===== src/rtl/fifo_wm_pkg.sv =====
package fifo_wm_pkg;
    localparam int unsigned BYTE_W = 8;

    typedef logic [BYTE_W-1:0] byte_t;

    typedef struct packed {
        logic  vld;
        byte_t data;
    } wr_req_t;

    typedef struct packed {
        logic wr_fire;
        logic rd_fire;
    } ptr_op_t;

    function automatic int unsigned hi_threshold(int unsigned depth, int unsigned lvl);
        return depth - lvl;
    endfunction
endpackage


===== src/rtl/fifo_wm_arb.sv =====
module fifo_wm_arb
    import fifo_wm_pkg::*;
(
    input  wr_req_t host_req,
    input  wr_req_t core_req,
    output wr_req_t win_req
);
    always_comb begin
        if (host_req.vld) begin
            win_req = host_req;
        end else begin
            win_req = core_req;
        end
    end
endmodule


===== src/rtl/fifo_wm_ctrl.sv =====
module fifo_wm_ctrl
    import fifo_wm_pkg::*;
#(
    parameter int unsigned DEPTH = 64,
    parameter int unsigned AW    = $clog2(DEPTH),
    parameter int unsigned LW    = AW + 1
) (
    input  logic          clk,
    input  logic          rst,
    input  logic          flush,
    input  logic          wr_vld,
    input  logic          rd_en,
    output ptr_op_t       op,
    output logic [AW-1:0] wptr,
    output logic [AW-1:0] rptr,
    output logic [LW-1:0] count,
    output logic          ovf
);
    localparam logic [LW-1:0] FULL_C = LW'(DEPTH);

    logic is_full;
    logic is_empty;

    assign is_full    = (count == FULL_C);
    assign is_empty   = (count == '0);
    assign op.wr_fire = wr_vld && !flush && !is_full;
    assign op.rd_fire = rd_en && !flush && !is_empty;

    always_ff @(posedge clk) begin
        if (rst || flush) begin
            wptr  <= '0;
            rptr  <= '0;
            count <= '0;
            ovf   <= 1'b0;
        end else begin
            if (op.wr_fire) wptr <= wptr + AW'(1);
            if (op.rd_fire) rptr <= rptr + AW'(1);
            unique case ({op.wr_fire, op.rd_fire})
                2'b10:   count <= count + LW'(1);
                2'b01:   count <= count - LW'(1);
                default: count <= count;
            endcase
            if (wr_vld && is_full) ovf <= 1'b1;
        end
    end
endmodule


===== src/rtl/fifo_wm_store.sv =====
module fifo_wm_store
    import fifo_wm_pkg::*;
#(
    parameter int unsigned DEPTH = 64,
    parameter int unsigned AW    = $clog2(DEPTH)
) (
    input  logic          clk,
    input  logic          rst,
    input  ptr_op_t       op,
    input  logic [AW-1:0] wptr,
    input  logic [AW-1:0] rptr,
    input  byte_t         wdata,
    output byte_t         rd_byte
);
    byte_t mem [DEPTH];

    always_ff @(posedge clk) begin
        if (op.wr_fire) mem[wptr] <= wdata;
    end

    always_ff @(posedge clk) begin
        if (rst) begin
            rd_byte <= '0;
        end else if (op.rd_fire) begin
            rd_byte <= mem[rptr];
        end
    end
endmodule


===== src/rtl/fifo_wm_alert.sv =====
module fifo_wm_alert
    import fifo_wm_pkg::*;
#(
    parameter int unsigned DEPTH = 64,
    parameter int unsigned AW    = $clog2(DEPTH),
    parameter int unsigned LW    = AW + 1
) (
    input  logic [LW-1:0] count,
    input  logic [AW-1:0] water,
    output logic          hi,
    output logic          lo
);
    localparam int unsigned CW = LW + 1;

    logic [CW-1:0] cnt_w;
    logic [CW-1:0] lvl_w;
    logic [CW-1:0] hi_thr;

    assign cnt_w  = CW'(count);
    assign lvl_w  = CW'(water);
    assign hi_thr = CW'(hi_threshold(DEPTH, 0)) - lvl_w;
    assign hi     = (cnt_w >= hi_thr);
    assign lo     = (cnt_w <= lvl_w);
endmodule


===== src/rtl/fifo_wm.sv =====
module fifo_wm
    import fifo_wm_pkg::*;
#(
    parameter int unsigned DEPTH = 64,
    localparam int unsigned AW   = $clog2(DEPTH),
    localparam int unsigned LW   = AW + 1
) (
    input  logic              clk,
    input  logic              rst,
    input  logic              host_wr_en,
    input  logic [BYTE_W-1:0] host_wr_byte,
    input  logic              core_wr_en,
    input  logic [BYTE_W-1:0] core_wr_byte,
    input  logic              rd_en,
    output logic [BYTE_W-1:0] rd_byte,
    input  logic [AW-1:0]     water_lvl,
    input  logic              flush,
    output logic [LW-1:0]     fill_len,
    output logic              hi_alert,
    output logic              lo_alert,
    output logic              ovf_flag
);
    wr_req_t       host_req, core_req, win_req;
    ptr_op_t       op;
    logic [AW-1:0] wptr, rptr;

    assign host_req = '{vld: host_wr_en, data: host_wr_byte};
    assign core_req = '{vld: core_wr_en, data: core_wr_byte};

    fifo_wm_arb u_arb (
        .host_req (host_req),
        .core_req (core_req),
        .win_req  (win_req)
    );

    fifo_wm_ctrl #(.DEPTH(DEPTH), .AW(AW), .LW(LW)) u_ctrl (
        .clk    (clk),
        .rst    (rst),
        .flush  (flush),
        .wr_vld (win_req.vld),
        .rd_en  (rd_en),
        .op     (op),
        .wptr   (wptr),
        .rptr   (rptr),
        .count  (fill_len),
        .ovf    (ovf_flag)
    );

    fifo_wm_store #(.DEPTH(DEPTH), .AW(AW)) u_store (
        .clk     (clk),
        .rst     (rst),
        .op      (op),
        .wptr    (wptr),
        .rptr    (rptr),
        .wdata   (win_req.data),
        .rd_byte (rd_byte)
    );

    fifo_wm_alert #(.DEPTH(DEPTH), .AW(AW), .LW(LW)) u_alert (
        .count (fill_len),
        .water (water_lvl),
        .hi    (hi_alert),
        .lo    (lo_alert)
    );
endmodule


===== config.mk =====
export PLATFORM = sky130hd
export DESIGN_NAME = fifo_wm
export DESIGN_NICKNAME = d
export VERILOG_FILES = /design/src/rtl/fifo_wm_pkg.sv /design/src/rtl/fifo_wm_arb.sv /design/src/rtl/fifo_wm_ctrl.sv /design/src/rtl/fifo_wm_store.sv /design/src/rtl/fifo_wm_alert.sv /design/src/rtl/fifo_wm.sv
export SDC_FILE = /design/constraint.sdc
export NUM_CORES = 1
export LEC_CHECK = 0
export BUFFER_PORTS_ARGS = -buffer_cell sky130_fd_sc_hd__buf_4
export CORE_UTILIZATION = 63
export CTS_CLUSTER_DIAMETER = 200
export DETAILED_ROUTE_END_ITERATION = 16
export GPL_TIMING_DRIVEN = 0
export PLACE_DENSITY_LB_ADDON = 0.2
export SKIP_CTS_REPAIR_TIMING = 1
export SLEW_MARGIN = 20
export SYNTH_ARGS = -nofsm -noshare
export SYNTH_HDL_FRONTEND = slang
export SYNTH_SLANG_ARGS = --single-unit

===== constraint.sdc =====
create_clock -name clk -period 6.69 [get_ports clk]
set_clock_uncertainty 0.2 [all_clocks]
set_input_delay 1.0035 -clock clk [delete_from_list [all_inputs] [get_ports clk]]
set_output_delay 1.0035 -clock clk [all_outputs]
set_load 0.02 [all_outputs]

==> impl_metrics.toml <==
[outcome]
outcome = "completed"

[clock_network]
clk_pin_slew_ns = 0.06
cts_buffer_depth = 3
cts_sinks = 540
cts_made_buffers = 51
cts_tree = "built"
cts.htree.levels = 2
insertion_delay_ns = 0.58
root_buffer = "clkbuf_16"

[global_route]
met1_usage_pct = 45.2
grt_max_degree = 65
track_usage_pct = 31.4
grt_util_met3_pct = 5.27
antenna_found_initial = 1
grt_overflow = 0
met2_usage_pct = 48.4
grt_pass1_vias = 11700
busiest_layer = "met2"
grt_pass1_wl_um = 77700

[drt]
wirelength_um = 54400
drtAntennaViolNets = 0
drc = 0
avgViaCountPerCell = 6.75
wl_per_cell_um = 30.4
drt_iter0_drc = 1754
via_count = 12100
drtPass1Iterations = 5

[setup_path]
crit_required_ns = 5.49
path_class = "primary input to output pin"
critPathMaxFanout = 3
crit_path_max_incr_delay_ns = 0.26
worstPathArrival_ns = 2.61
cp-start-kind = "primary input"
crit_path_frequent_cell = "a21o_1"
cp-end-kind = "output pin"
cp_cell_sequence = "buf_4 > inv_1 > ha_1 > inv_1 > ha_1 > a21o_1 > a21o_1 > a21o_1 > a21oi_1 > o21ai_0 > buf_4"
crit_path_top_delay_cell = "ha_1"

[pwr]
p_per_area_nw_per_um2 = 280
peakVddDrop_mv = 0.264
power_leakage_nw = 7.61
fin_total_pwr_mw = 6.83

[finish]
n_antenna_cell = 0
final_layout_size_suffix_gt1_share_pct = 20.1
utilization_pct = 72.3
fillers = 2000
fin_cells = 1788
multi_input_area_sq_um = 5500
area.growth.synth_to_final_pct = 11.9
nets = 1350
seqCellArea_sq_um = 15900

[timing]
fmax_mhz = 262
hold_ws_ns = 0.317
slew_headroom_pct = 26.2
final.period_utilization_pct = 57.0
worst_slew_pin_slew_ns = 1.11
setup_viol = 0
tns_ns = 0
final_hold_viol_count = 0
rsz0062_at_grt = "false"
drv_slew = 0
period_minus_slack_ns = 3.82

[floorplanning]
ioPinCount = 46
die_area_sq_um = 35400
die_w_um = 188
die_h_um = 188
num_rows = 67
core_area_sq_um = 33800
start_util_pct = 64.6

[synthesis]
avgSynthCellArea_sq_um = 18.2
synth-seq-area-share_pct = 73.0
synth_edf_count = 512
synthFlopType = "edfxtp_1"
async_flop_share_pct = 0
yosys_warnings = 0
synth_cell_types = 56
syn-cell-area_sq_um = 21800
synth_nets = 1253
synthCells = 1203
ys_seq_elements = 540

[placement]
dp_cells = 1695
numPortBuffers = 44
dp.final_hpwl_um = 34200
gp_congestion = 0.937

[run]
maxCapViolCount = 0

[hold_path]
hold_class = "register to register"
where the power goes:
part,switching (mW),internal [mW],leakage [nW]
clock network,1.21,1.69,0.808
registers,0.00515,3.73,4.83
logic,0.139,0.0537,1.97
per-layer routing:
metal	routed length (um)	vias to the layer above
li1	-	5010
met1	21000	6183
met2	25800	761
met3	5280	118
met4	2280	0
met5	0	-
path summary, 6_finish.rpt:
kind	from	endpoint	slack [ns]	cells after the start
worst max-delay path	water_lvl[0]	hi_alert	2.87	11
worst min-delay path	u_ctrl.ovf$_SDFFE_PP0P_	u_ctrl.ovf$_SDFFE_PP0P_	0.32	2
worst max register to register	u_ctrl.count[1]$_SDFFE_PP0P_	u_ctrl.count[6]$_SDFFE_PP0P_	3.00	10
worst min register to register	u_ctrl.ovf$_SDFFE_PP0P_	u_ctrl.ovf$_SDFFE_PP0P_	0.32	2
Yosys cell counts (all sizes together) (4+ instances only):
cell type	instances	area share (%)
o21ai	25	0.57
nor3	8	0.18
o22ai	22	0.63
xor2	8	0.32
a211oi	9	0.31
mux2i	90	4.1
inv	19	0.33
dfxtp	28	2.6
o221ai	11	0.44
nor2b	8	0.23
a22oi	8	0.28
xnor2	7	0.28
o21bai	6	0.21
or2	4	0.11
ha	21	1.2
o211ai	4	0.14
mux2	26	1.3
nand3b	4	0.14
a32oi	5	0.20
a21o	6	0.21
mux4	89	9.2
nand2	39	0.67
nor2	96	1.7
edfxtp	512	70
buf	39	1.3
clkbuf	25	0.43
a21oi	34	0.78
nand3	16	0.42
layout make-up:
| cell class | count | share of cell area [%] |
|---|---|---|
| Clock inverter | 29 | 1.33 |
| Timing Repair Buffer | 44 | 1.35 |
| Multi-Input combinational cell | 580 | 22.5 |
| Inverter | 19 | 0.292 |
| Tap cell | 448 | 2.29 |
| Sequential cell | 540 | 65.2 |
| Clock buffer | 64 | 5.51 |
| Buffer | 64 | 1.51 |
cell families after synthesis:
logic type               Yosys count  synth area share, %
buffers and inverters             83                 2.01
flip-flops                       540                 73.0
XOR/XNOR                          15                0.602
multiplexers                     205                 14.6
AND/OR/NAND/NOR                  192                 4.02
adder cells (fa/ha/maj)           22                 1.29
AO/OA/AOI/OAI                    146                 4.46
state kept, by name, summed over array words and instances (netlist names):
| name | flops |
|---|---|
| u_ctrl.count | 7 |
| u_ctrl.ovf | 1 |
| u_ctrl.rptr | 6 |
| u_ctrl.wptr | 6 |
| u_store.mem | 512 |
| u_store.rd_byte | 8 |
metrics by stage:
step	instance area (sq um)	worst slack, ns
global route	24400	2.73
global placement	22700	2.65
detailed placement	22800	2.55
CTS	24400	2.85
floorplan	21800	3.05
finish	24400	2.87
critical path: cells and delay by family:
kind            cells  cell delay (ns)
compound gates      5             0.75
fa+ha+maj           2             0.52
buf+inv             4             0.34
cells in the final DEF, fill, tap and decap left out, types with 7 or more instances in the layout:
cell type,netlist,layout
a211oi_1,9,9
bufinv_16,0,7
buf_2,9,9
mux4_2,89,89
buf_4,9,53
nor2b_1,8,8
buf_1,10,10
edfxtp_1,512,512
nor2_1,96,96
clkbuf_1,25,37
o21ai_0,23,23
clkinv_1,0,12
ha_1,21,21
a22oi_1,8,8
mux2_2,26,18
mux2i_1,90,90
a21oi_1,34,34
o22ai_1,22,22
clkbuf_16,0,52
o221ai_1,11,11
dfxtp_1,28,28
buf_6,11,11
xnor2_1,7,7
nand3_1,15,15
xor2_1,8,8
mux2_4,0,8
nand2_1,39,39
inv_1,19,19
Power figures use the tool's default switching activity.
